$ cat config.mk
export PLATFORM = sky130hd
export DESIGN_NAME = itlb_plru_tracker
export DESIGN_NICKNAME = d
export VERILOG_FILES = /design/src/rtl/plru_pkg.sv /design/src/rtl/plru_touch.sv /design/src/rtl/plru_pick.sv /design/src/rtl/itlb_plru_tracker.sv
export SDC_FILE = /design/constraint.sdc
export NUM_CORES = 1
export LEC_CHECK = 0
export ABC_AREA = 1
export CORE_MARGIN = 2
export CORE_UTILIZATION = 35
export DETAILED_ROUTE_END_ITERATION = 8
export PLACE_DENSITY = 0.8
export SYNTH_ARGS = -nofsm -noshare
export SYNTH_HDL_FRONTEND = slang
export SYNTH_HIERARCHICAL = 1
export SYNTH_SLANG_ARGS = --single-unit
$ cat constraint.sdc
create_clock -name clk -period 1.45 [get_ports clk]
set_clock_uncertainty 0.05 [all_clocks]
set_input_delay 0.2175 -clock clk [delete_from_list [all_inputs] [get_ports clk]]
set_output_delay 0.2175 -clock clk [all_outputs]
set_load 0.02 [all_outputs]
$ cat src/rtl/plru_pkg.sv
package plru_pkg;

  localparam int unsigned ENTRIES = 4;
  localparam int unsigned IDX_W   = $clog2(ENTRIES);
  localparam int unsigned USE_W   = ENTRIES * (ENTRIES - 1) / 2;

  typedef logic [IDX_W-1:0] idx_t;
  typedef logic [USE_W-1:0] use_t;

  // Field bit that orders entries lo < hi; pairs are laid out from the MSB down.
  function automatic int unsigned pair_bit(int unsigned lo, int unsigned hi);
    return USE_W - 1 - (lo * (2 * ENTRIES - lo - 1) / 2 + (hi - lo - 1));
  endfunction

  // Bits that involve entry e.
  function automatic use_t lru_mask(int unsigned e);
    use_t m;
    m = '0;
    for (int unsigned j = 0; j < ENTRIES; j++) begin
      if (j < e)      m[pair_bit(j, e)] = 1'b1;
      else if (j > e) m[pair_bit(e, j)] = 1'b1;
    end
    return m;
  endfunction

  // Values of those bits when entry e is older than every other entry.
  function automatic use_t lru_val(int unsigned e);
    use_t v;
    v = '0;
    for (int unsigned j = e + 1; j < ENTRIES; j++) v[pair_bit(e, j)] = 1'b1;
    return v;
  endfunction

endpackage

$ cat src/rtl/plru_touch.sv
module plru_touch
  import plru_pkg::*;
(
  input  use_t cur,
  input  idx_t sel,
  output use_t nxt
);

  // Each pair bit moves toward the entry just used; other pairs hold.
  for (genvar lo = 0; lo < ENTRIES; lo++) begin : g_lo
    for (genvar hi = lo + 1; hi < ENTRIES; hi++) begin : g_hi
      localparam int unsigned B = pair_bit(lo, hi);
      assign nxt[B] = (sel == idx_t'(lo)) ? 1'b0 :
                      (sel == idx_t'(hi)) ? 1'b1 : cur[B];
    end
  end

endmodule

$ cat src/rtl/plru_pick.sv
module plru_pick
  import plru_pkg::*;
(
  input  use_t cur,
  output idx_t victim,
  output logic bad
);

  logic [ENTRIES-1:0] oldest;

  for (genvar e = 0; e < ENTRIES; e++) begin : g_ent
    localparam use_t M = lru_mask(e);
    localparam use_t V = lru_val(e);
    assign oldest[e] = ((cur & M) == V);
  end

  // Lowest matching index wins; no match falls back to entry 0.
  always_comb begin
    victim = '0;
    for (int e = ENTRIES - 1; e >= 0; e--) begin
      if (oldest[e]) victim = idx_t'(e);
    end
  end

  assign bad = ~|oldest;

endmodule

$ cat src/rtl/itlb_plru_tracker.sv
module itlb_plru_tracker
  import plru_pkg::*;
#(
  parameter int unsigned        CTRL_W   = 32,
  parameter int unsigned        USE_LSB  = 26,
  parameter logic [CTRL_W-1:0]  CTRL_RST = '0
) (
  input  logic              clk,
  input  logic              rst_n,
  input  logic              hit_vld,
  input  logic [1:0]        hit_idx,
  input  logic              refill_req,
  input  logic              cfg_wr,
  input  logic [CTRL_W-1:0] cfg_wdata,
  output logic [CTRL_W-1:0] ctrl_q,
  output logic [5:0]        use_bits,
  output logic [1:0]        victim_idx,
  output logic              state_bad
);

  localparam int unsigned USE_MSB = USE_LSB + USE_W - 1;

  logic [CTRL_W-1:0] ctrl_r;
  logic [CTRL_W-1:0] ctrl_n;
  use_t              cur_use;
  use_t              new_use;
  idx_t              pick;
  idx_t              touch_sel;
  logic              pick_bad;

  assign cur_use = ctrl_r[USE_MSB:USE_LSB];

  plru_pick u_pick (
    .cur    (cur_use),
    .victim (pick),
    .bad    (pick_bad)
  );

  // A refill marks the entry it replaces; otherwise the hit entry.
  assign touch_sel = refill_req ? pick : idx_t'(hit_idx);

  plru_touch u_touch (
    .cur (cur_use),
    .sel (touch_sel),
    .nxt (new_use)
  );

  always_comb begin
    ctrl_n = ctrl_r;
    if (cfg_wr) begin
      ctrl_n = cfg_wdata;
    end else if (refill_req || hit_vld) begin
      ctrl_n[USE_MSB:USE_LSB] = new_use;
    end
  end

  always_ff @(posedge clk or negedge rst_n) begin
    if (!rst_n) ctrl_r <= CTRL_RST;
    else        ctrl_r <= ctrl_n;
  end

  assign ctrl_q     = ctrl_r;
  assign use_bits   = cur_use;
  assign victim_idx = pick;
  assign state_bad  = pick_bad;

endmodule

# After elaboration in Yosys (flattened, before gate mapping)

Index checks and enable logic that the tools add are counted.

Flip-flop bits (word level): 32
Bits of input ports: 39
Output and inout port bits: 41
Word-level logic and storage cells: 47

Equal/unequal tests: 6
Mux-type cells: 16
Reduce and logical (&&, ||, !) cells: 18

Operators with widths:

| operator                                                         | count |
|---|---|
| 3-bit nonzero test                                               | 6 |
| 6-bit two-way mux                                                | 2 |
| 2-bit AND reduction                                              | 6 |
| 2-bit two-way mux                                                | 5 |
| 1-bit two-way mux                                                | 9 |
| 6-bit logical NOT                                                | 1 |
| 2-bit == test (second input constant)                            | 2 |
| 4-bit OR reduction                                               | 1 |
| 3-bit by 1-bit == test with 1-bit output (second input constant) | 1 |
| 3-bit by 2-bit == test with 1-bit output (second input constant) | 1 |
| 3-bit == test (second input constant)                            | 1 |
| 2-bit by 1-bit == test with 1-bit output (second input constant) | 1 |
| 2-bit logical NOT                                                | 1 |
| 2-bit nonzero test                                               | 1 |
| 1-bit logical NOT                                                | 1 |
| 1-bit logical OR                                                 | 1 |

# Logic depth before layout (Yosys ltp)

Depth in word-level cells: 11
Mapped depth: 12
Mapped depth without buffers: 12

# Modules after synthesis

The synthesis kept the hierarchy.

By module, submodules not included:

| module            | times used | cells each | area an instance (um2) |
|---|---|---|---|
| itlb_plru_tracker | 1          | 169        | 1,381.3 |
| plru_touch        | 1          | 18         | 73.8 |
| plru_pick         | 1          | 13         | 57.6 |

# Least setup slack after synthesis

No wires, ideal clock.

Path type: register to register
From: register ctrl_r[27], in the netlist ctrl_q[27]
To: register ctrl_r[29], in the netlist ctrl_q[29]
Arrival: 1.548 ns
Required time: 1.334 ns
Slack: -0.214 ns
Stages on the path, launching flop included: 12
Path buffers: 0
Clock period less this slack: 1.664 ns
Cell sequence: dfrtp_1 > nor2_1 > nand2_1 > nand2_1 > nand2_1 > o21ai_0 > nand2_1 > a21oi_2 > nand2_1 > nand2_1 > nand2_1 > nand2_1

Cells in the longest elaborated chain, start to end: 10

Ends and longest elaborated chain:

| element                             | line                    | text |
|---|---|---|
| from (decl)                         | itlb_plru_tracker.sv:23 | `logic [CTRL_W-1:0] ctrl_r;` |
| from (signal assigned)              | itlb_plru_tracker.sv:59 | `else ctrl_r <= ctrl_n;` |
| 6-bit logical NOT                   | plru_pick.sv:14         | `assign oldest[e] = ((cur & M) == V);` |
| 2-bit two-way mux (2 in series)     | plru_pick.sv:21         | `if (oldest[e]) victim = idx_t'(e);` |
| 2-bit two-way mux (*) (2 in series) | plru_pick.sv:21         |  |
| via victim_idx[0]                   | itlb_plru_tracker.sv:17 | `output logic [1:0] victim_idx,` |
| 2-bit two-way mux (*)               | itlb_plru_tracker.sv:40 | `assign touch_sel = refill_req ? pick : idx_t'(hit_idx);` |
| via touch_sel[0]                    | itlb_plru_tracker.sv:28 | `idx_t touch_sel;` |
| 2-bit logical NOT (*)               | plru_touch.sv:13        | `assign nxt[B] = (sel == idx_t'(lo)) ? 1'b0 :` |
| 1-bit two-way mux (*)               | plru_touch.sv:13        |  |
| via new_use[3]                      | itlb_plru_tracker.sv:26 | `use_t new_use;` |
| 6-bit two-way mux (*)               | itlb_plru_tracker.sv:52 | `end else if (refill_req \|\| hit_vld) begin` |
| 6-bit two-way mux (*)               | itlb_plru_tracker.sv:50 | `if (cfg_wr) begin` |

The timed path passes the listed nets; every way through them passes the cells marked *. The select of a mux whose other input is x is not followed.
A chain may end at the register's enable or synchronous reset.

# Final worst setup path

From: register ctrl_r[27], in the netlist ctrl_q[27]
To: register ctrl_r[28], in the netlist ctrl_q[28]

Cells in the longest elaborated chain, start to end: 10

Ends and longest elaborated chain:

| element                                      | line |
|---|---|
| 6-bit logical NOT                            | plru_pick.sv:14 |
| 2-bit two-way mux (2 in series)              | plru_pick.sv:21 |
| 2-bit two-way mux (*) (2 in series)          | plru_pick.sv:21 |
| 2-bit two-way mux (*)                        | itlb_plru_tracker.sv:40 |
| via touch_sel[0]                             | itlb_plru_tracker.sv:28 |
| 2-bit by 1-bit == test with 1-bit output (*) | plru_touch.sv:13 |
| 1-bit two-way mux (*)                        | plru_touch.sv:13 |
| via new_use[2]                               | itlb_plru_tracker.sv:26 |
| 6-bit two-way mux (*)                        | itlb_plru_tracker.sv:52 |
| 6-bit two-way mux (*)                        | itlb_plru_tracker.sv:50 |

Marks and branches as above.

==> impl_metrics.env <==
export IMPL_grt_ovfl_total=0
export IMPL_drc=0
export IMPL_hold_buffers=0
export IMPL_start_util_pct=37.0
export IMPL_clock_path_buffers=2
export IMPL_r2r_slack_ps=-150
export IMPL_core_area_um2=4090
export IMPL_synth_area_um2=1510
export IMPL_globalplace_congestion=0.791
export IMPL_cap_viol_max_count=0
export IMPL_io_buffer_count=79
export IMPL_fmax_mhz=627
export IMPL_hold_class="in -> async"
export IMPL_worstReg2RegStart="ctrl_q[27]$_DFFE_PN0P_"
export IMPL_yosysTopAreaCellShare_pct=52.9
export IMPL_totalPowerFinal_mw=2.94
export IMPL_synth_common_cells="nand2_1 (121), dfrtp_1 (32), inv_1 (9), nand3_1 (9), buf_4 (6)"
export IMPL_fin_nets=334
export IMPL_failed_checks="negative setup slack"
export IMPL_setup_viol=8
export IMPL_largest_register_ffs=32
export IMPL_fin_crit_sh_pct=110
export IMPL_synth_most_common_cell="nand2_1"
export IMPL_slew_viol_final=0
export IMPL_dp_hpwl_mm=2.87
export IMPL_power_leakage_nw=1.41
export IMPL_htree_levels=2
export IMPL_ir_drop_v=0.000759
export IMPL_dp_cells=332
export IMPL_io_pins=80
export IMPL_die_x_um=69.7
export IMPL_post_drt_wl_per_cell_um=12.1
export IMPL_syn_nets=239
export IMPL_seqCellArea_um2=807
export IMPL_antenna_found_initial=0
export IMPL_grt_pass1_vias=1528
export IMPL_drive_above_1_share_pct=22.0
export IMPL_drt_vias_per_instance=4.51
export IMPL_crit_top_cell="nand2_1"
export IMPL_start_kind="flop"
export IMPL_routed_wl_mm=4.18
export IMPL_areaGrowthSynthToFinish_pct=73.3
export IMPL_whs_ps=256
export IMPL_rsz0062_at_grt="yes"
export IMPL_cts_clk_slew_worst_paths_ps=70
export IMPL_n_fill_cell=362
export IMPL_path_buf_inv=2
export IMPL_dr_pass1_iters=4
export IMPL_setup_ws_ps=-145
export IMPL_grt_max_degree=33
export IMPL_postRouteAntennaNets=0
export IMPL_fin_cells=346
export IMPL_reg2reg_to="ctrl_q[28]$_DFFE_PN0P_"
export IMPL_multi_input_area_um2=653
export IMPL_cts_inserted_buffers=5
export IMPL_die_area_um2=4860
export IMPL_cts_sinks=32
export IMPL_cp_top_family="simple AND/OR/NAND/NOR gates"
export IMPL_synthDistinctLibCells=14
export IMPL_synth_edf_count=0
export IMPL_synthArstFlopShare_pct=100
export IMPL_ff2ff_path_depth=13
export IMPL_worstSetupEndpointType="flop"
export IMPL_worstSetupPathType="reg -> reg"
export IMPL_powerDensity_nw_per_um2=1120
export IMPL_grt_usage_pct=17.4
export IMPL_synth_top_area_cell="dfrtp_1"
export IMPL_netlist_instances=200
export IMPL_root_buffer="clkbuf_8"
export IMPL_via_count=1559
export IMPL_synthFlopType="dfrtp_1"
export IMPL_critical_path_max_fanout=4
export IMPL_crit_required_ps=1570
export IMPL_grt_pass1_wl_mm=6.89
export IMPL_die_h_um=69.7
export IMPL_tritoncts="built"
export IMPL_cpPeakStageDelay_ps=440
export IMPL_ys_seq_area_share_pct=52.9
export IMPL_syn_area_per_cell_um2=7.56
export IMPL_std_cell_rows=23
export IMPL_yosys_warnings=6
export IMPL_timing_final_hold_violations=0
export IMPL_synth_seq_cells=32
export IMPL_fin_crit_ps=1600
export IMPL_insertion_delay_ps=270
export IMPL_synth_area_top_cells="dfrtp_1 (53%), nand2_1 (30%), nand3_1 (3.0%), buf_4 (3.0%), inv_1 (2.2%)"
export IMPL_slowest_stage="dfrtp_2"
export IMPL_preCtsSetupSlack_ps=-194
export IMPL_worstPathArrival_ps=1710
export IMPL_diodes=0
export IMPL_max_slew_margin_rel_pct=73.5
export IMPL_outcome="finished, violations left"
export IMPL_worst_pin_slew_ps=396
export IMPL_first_iter_violations=89
export IMPL_path_cells="nor2_4 > nand2_2 > buf_6 > nand2_4 > nand2_4 > o21ai_4 > inv_2 > nor2_4 > a21oi_2 > nand2_1 > nand2_1 > nand2_1 > nand2_1"
[worst max-delay path by stage]
stage,cells past startpoint,end,startpoint,slack [ps]
5_1_grt,12,ctrl_q[28]$_DFFE_PN0P_,ctrl_q[27]$_DFFE_PN0P_,-260
2_1_floorplan,12,ctrl_q[31]$_DFFE_PN0P_,ctrl_q[27]$_DFFE_PN0P_,-50
6_report,13,ctrl_q[28]$_DFFE_PN0P_,ctrl_q[27]$_DFFE_PN0P_,-150
3_3_place_gp,10,ctrl_q[31]$_DFFE_PN0P_,refill_req,-110
4_1_cts,12,ctrl_q[29]$_DFFE_PN0P_,ctrl_q[26]$_DFFE_PN0P_,-120
3_5_place_dp,9,ctrl_q[29]$_DFFE_PN0P_,refill_req,-190
[power by group]
| group | switching (mW) | internal, mW | total (mW) |
|---|---|---|---|
| Sequential | 0.0602 | 0.986 | 1.05 |
| Clock | 0.311 | 0.606 | 0.917 |
| Combinational | 0.526 | 0.446 | 0.972 |
[layer usage]
layer	vias up	global-route usage, %	wire length (µm)
met5	-	0	0
met4	0	5.34	0
met3	0	6.25	388
met2	75	28.6	2130
met1	704	21.4	1660
li1	780	-	-
[per-stage QoR]
step,instance area (µm²),TNS (ps),util (%)
floorplan,1530,-141,-
global placement,2420,-805,59.2
global route,2620,-1550,64.1
CTS,2550,-670,62.4
finish,2620,-777,64.1
detailed placement,2420,-1180,59.2
[cells in the final DEF, fill, tap and decap left out]
cell type and count:
nand3_4 1, o21ai_4 2, buf_2 2, buf_12 2, inv_1 8, clkdlybuf4s50_1 38
nor2_2 2, nand3_1 8, inv_2 3, buf_4 22, dfrtp_2 5, nand2_1 115
clkbuf_2 3, dlygate4sd2_1 26, nand2_4 2, buf_6 2, a21oi_2 2, nor2_4 3
clkbuf_8 7, bufinv_16 1, clkdlybuf4s15_1 7, dfrtp_1 27, nand2_2 6, nor2_1 2
[timing repair]
item,4_1_cts,5_1_grt
pin swaps,8,9
setup buffers,4,2
resized for setup,66,27
endpoints found under the setup margin,46,19
[cells by family (layout without fill, tap and decap cells)]
group                  after synthesis  count (layout)  synth area share [%]
buffers and inverters               25             121                  9.59
and+or+nand+nor                    139             139                  35.9
AOI/OAI and AO/OA                    4               4                  1.57
DFF                                 32              32                  52.9
[final cells by class]
cell class                      instances  area share (%)
Timing Repair Buffer                  102            35.5
Sequential cell                        32            30.8
Multi-Input combinational cell        143            24.9
Clock buffer                            7            3.68
Tap cell                               50            2.39
Inverter                               11            1.58
Clock inverter                          1            1.15
[worst register-to-register path: cells and delay by family (launching register included)]
kind / cells / cell delay (ps)
buf+inv: 2 / 220
compound gates: 2 / 140
flops: 1 / 440
simple gates: 9 / 640
Power figures use the tool's default switching activity.
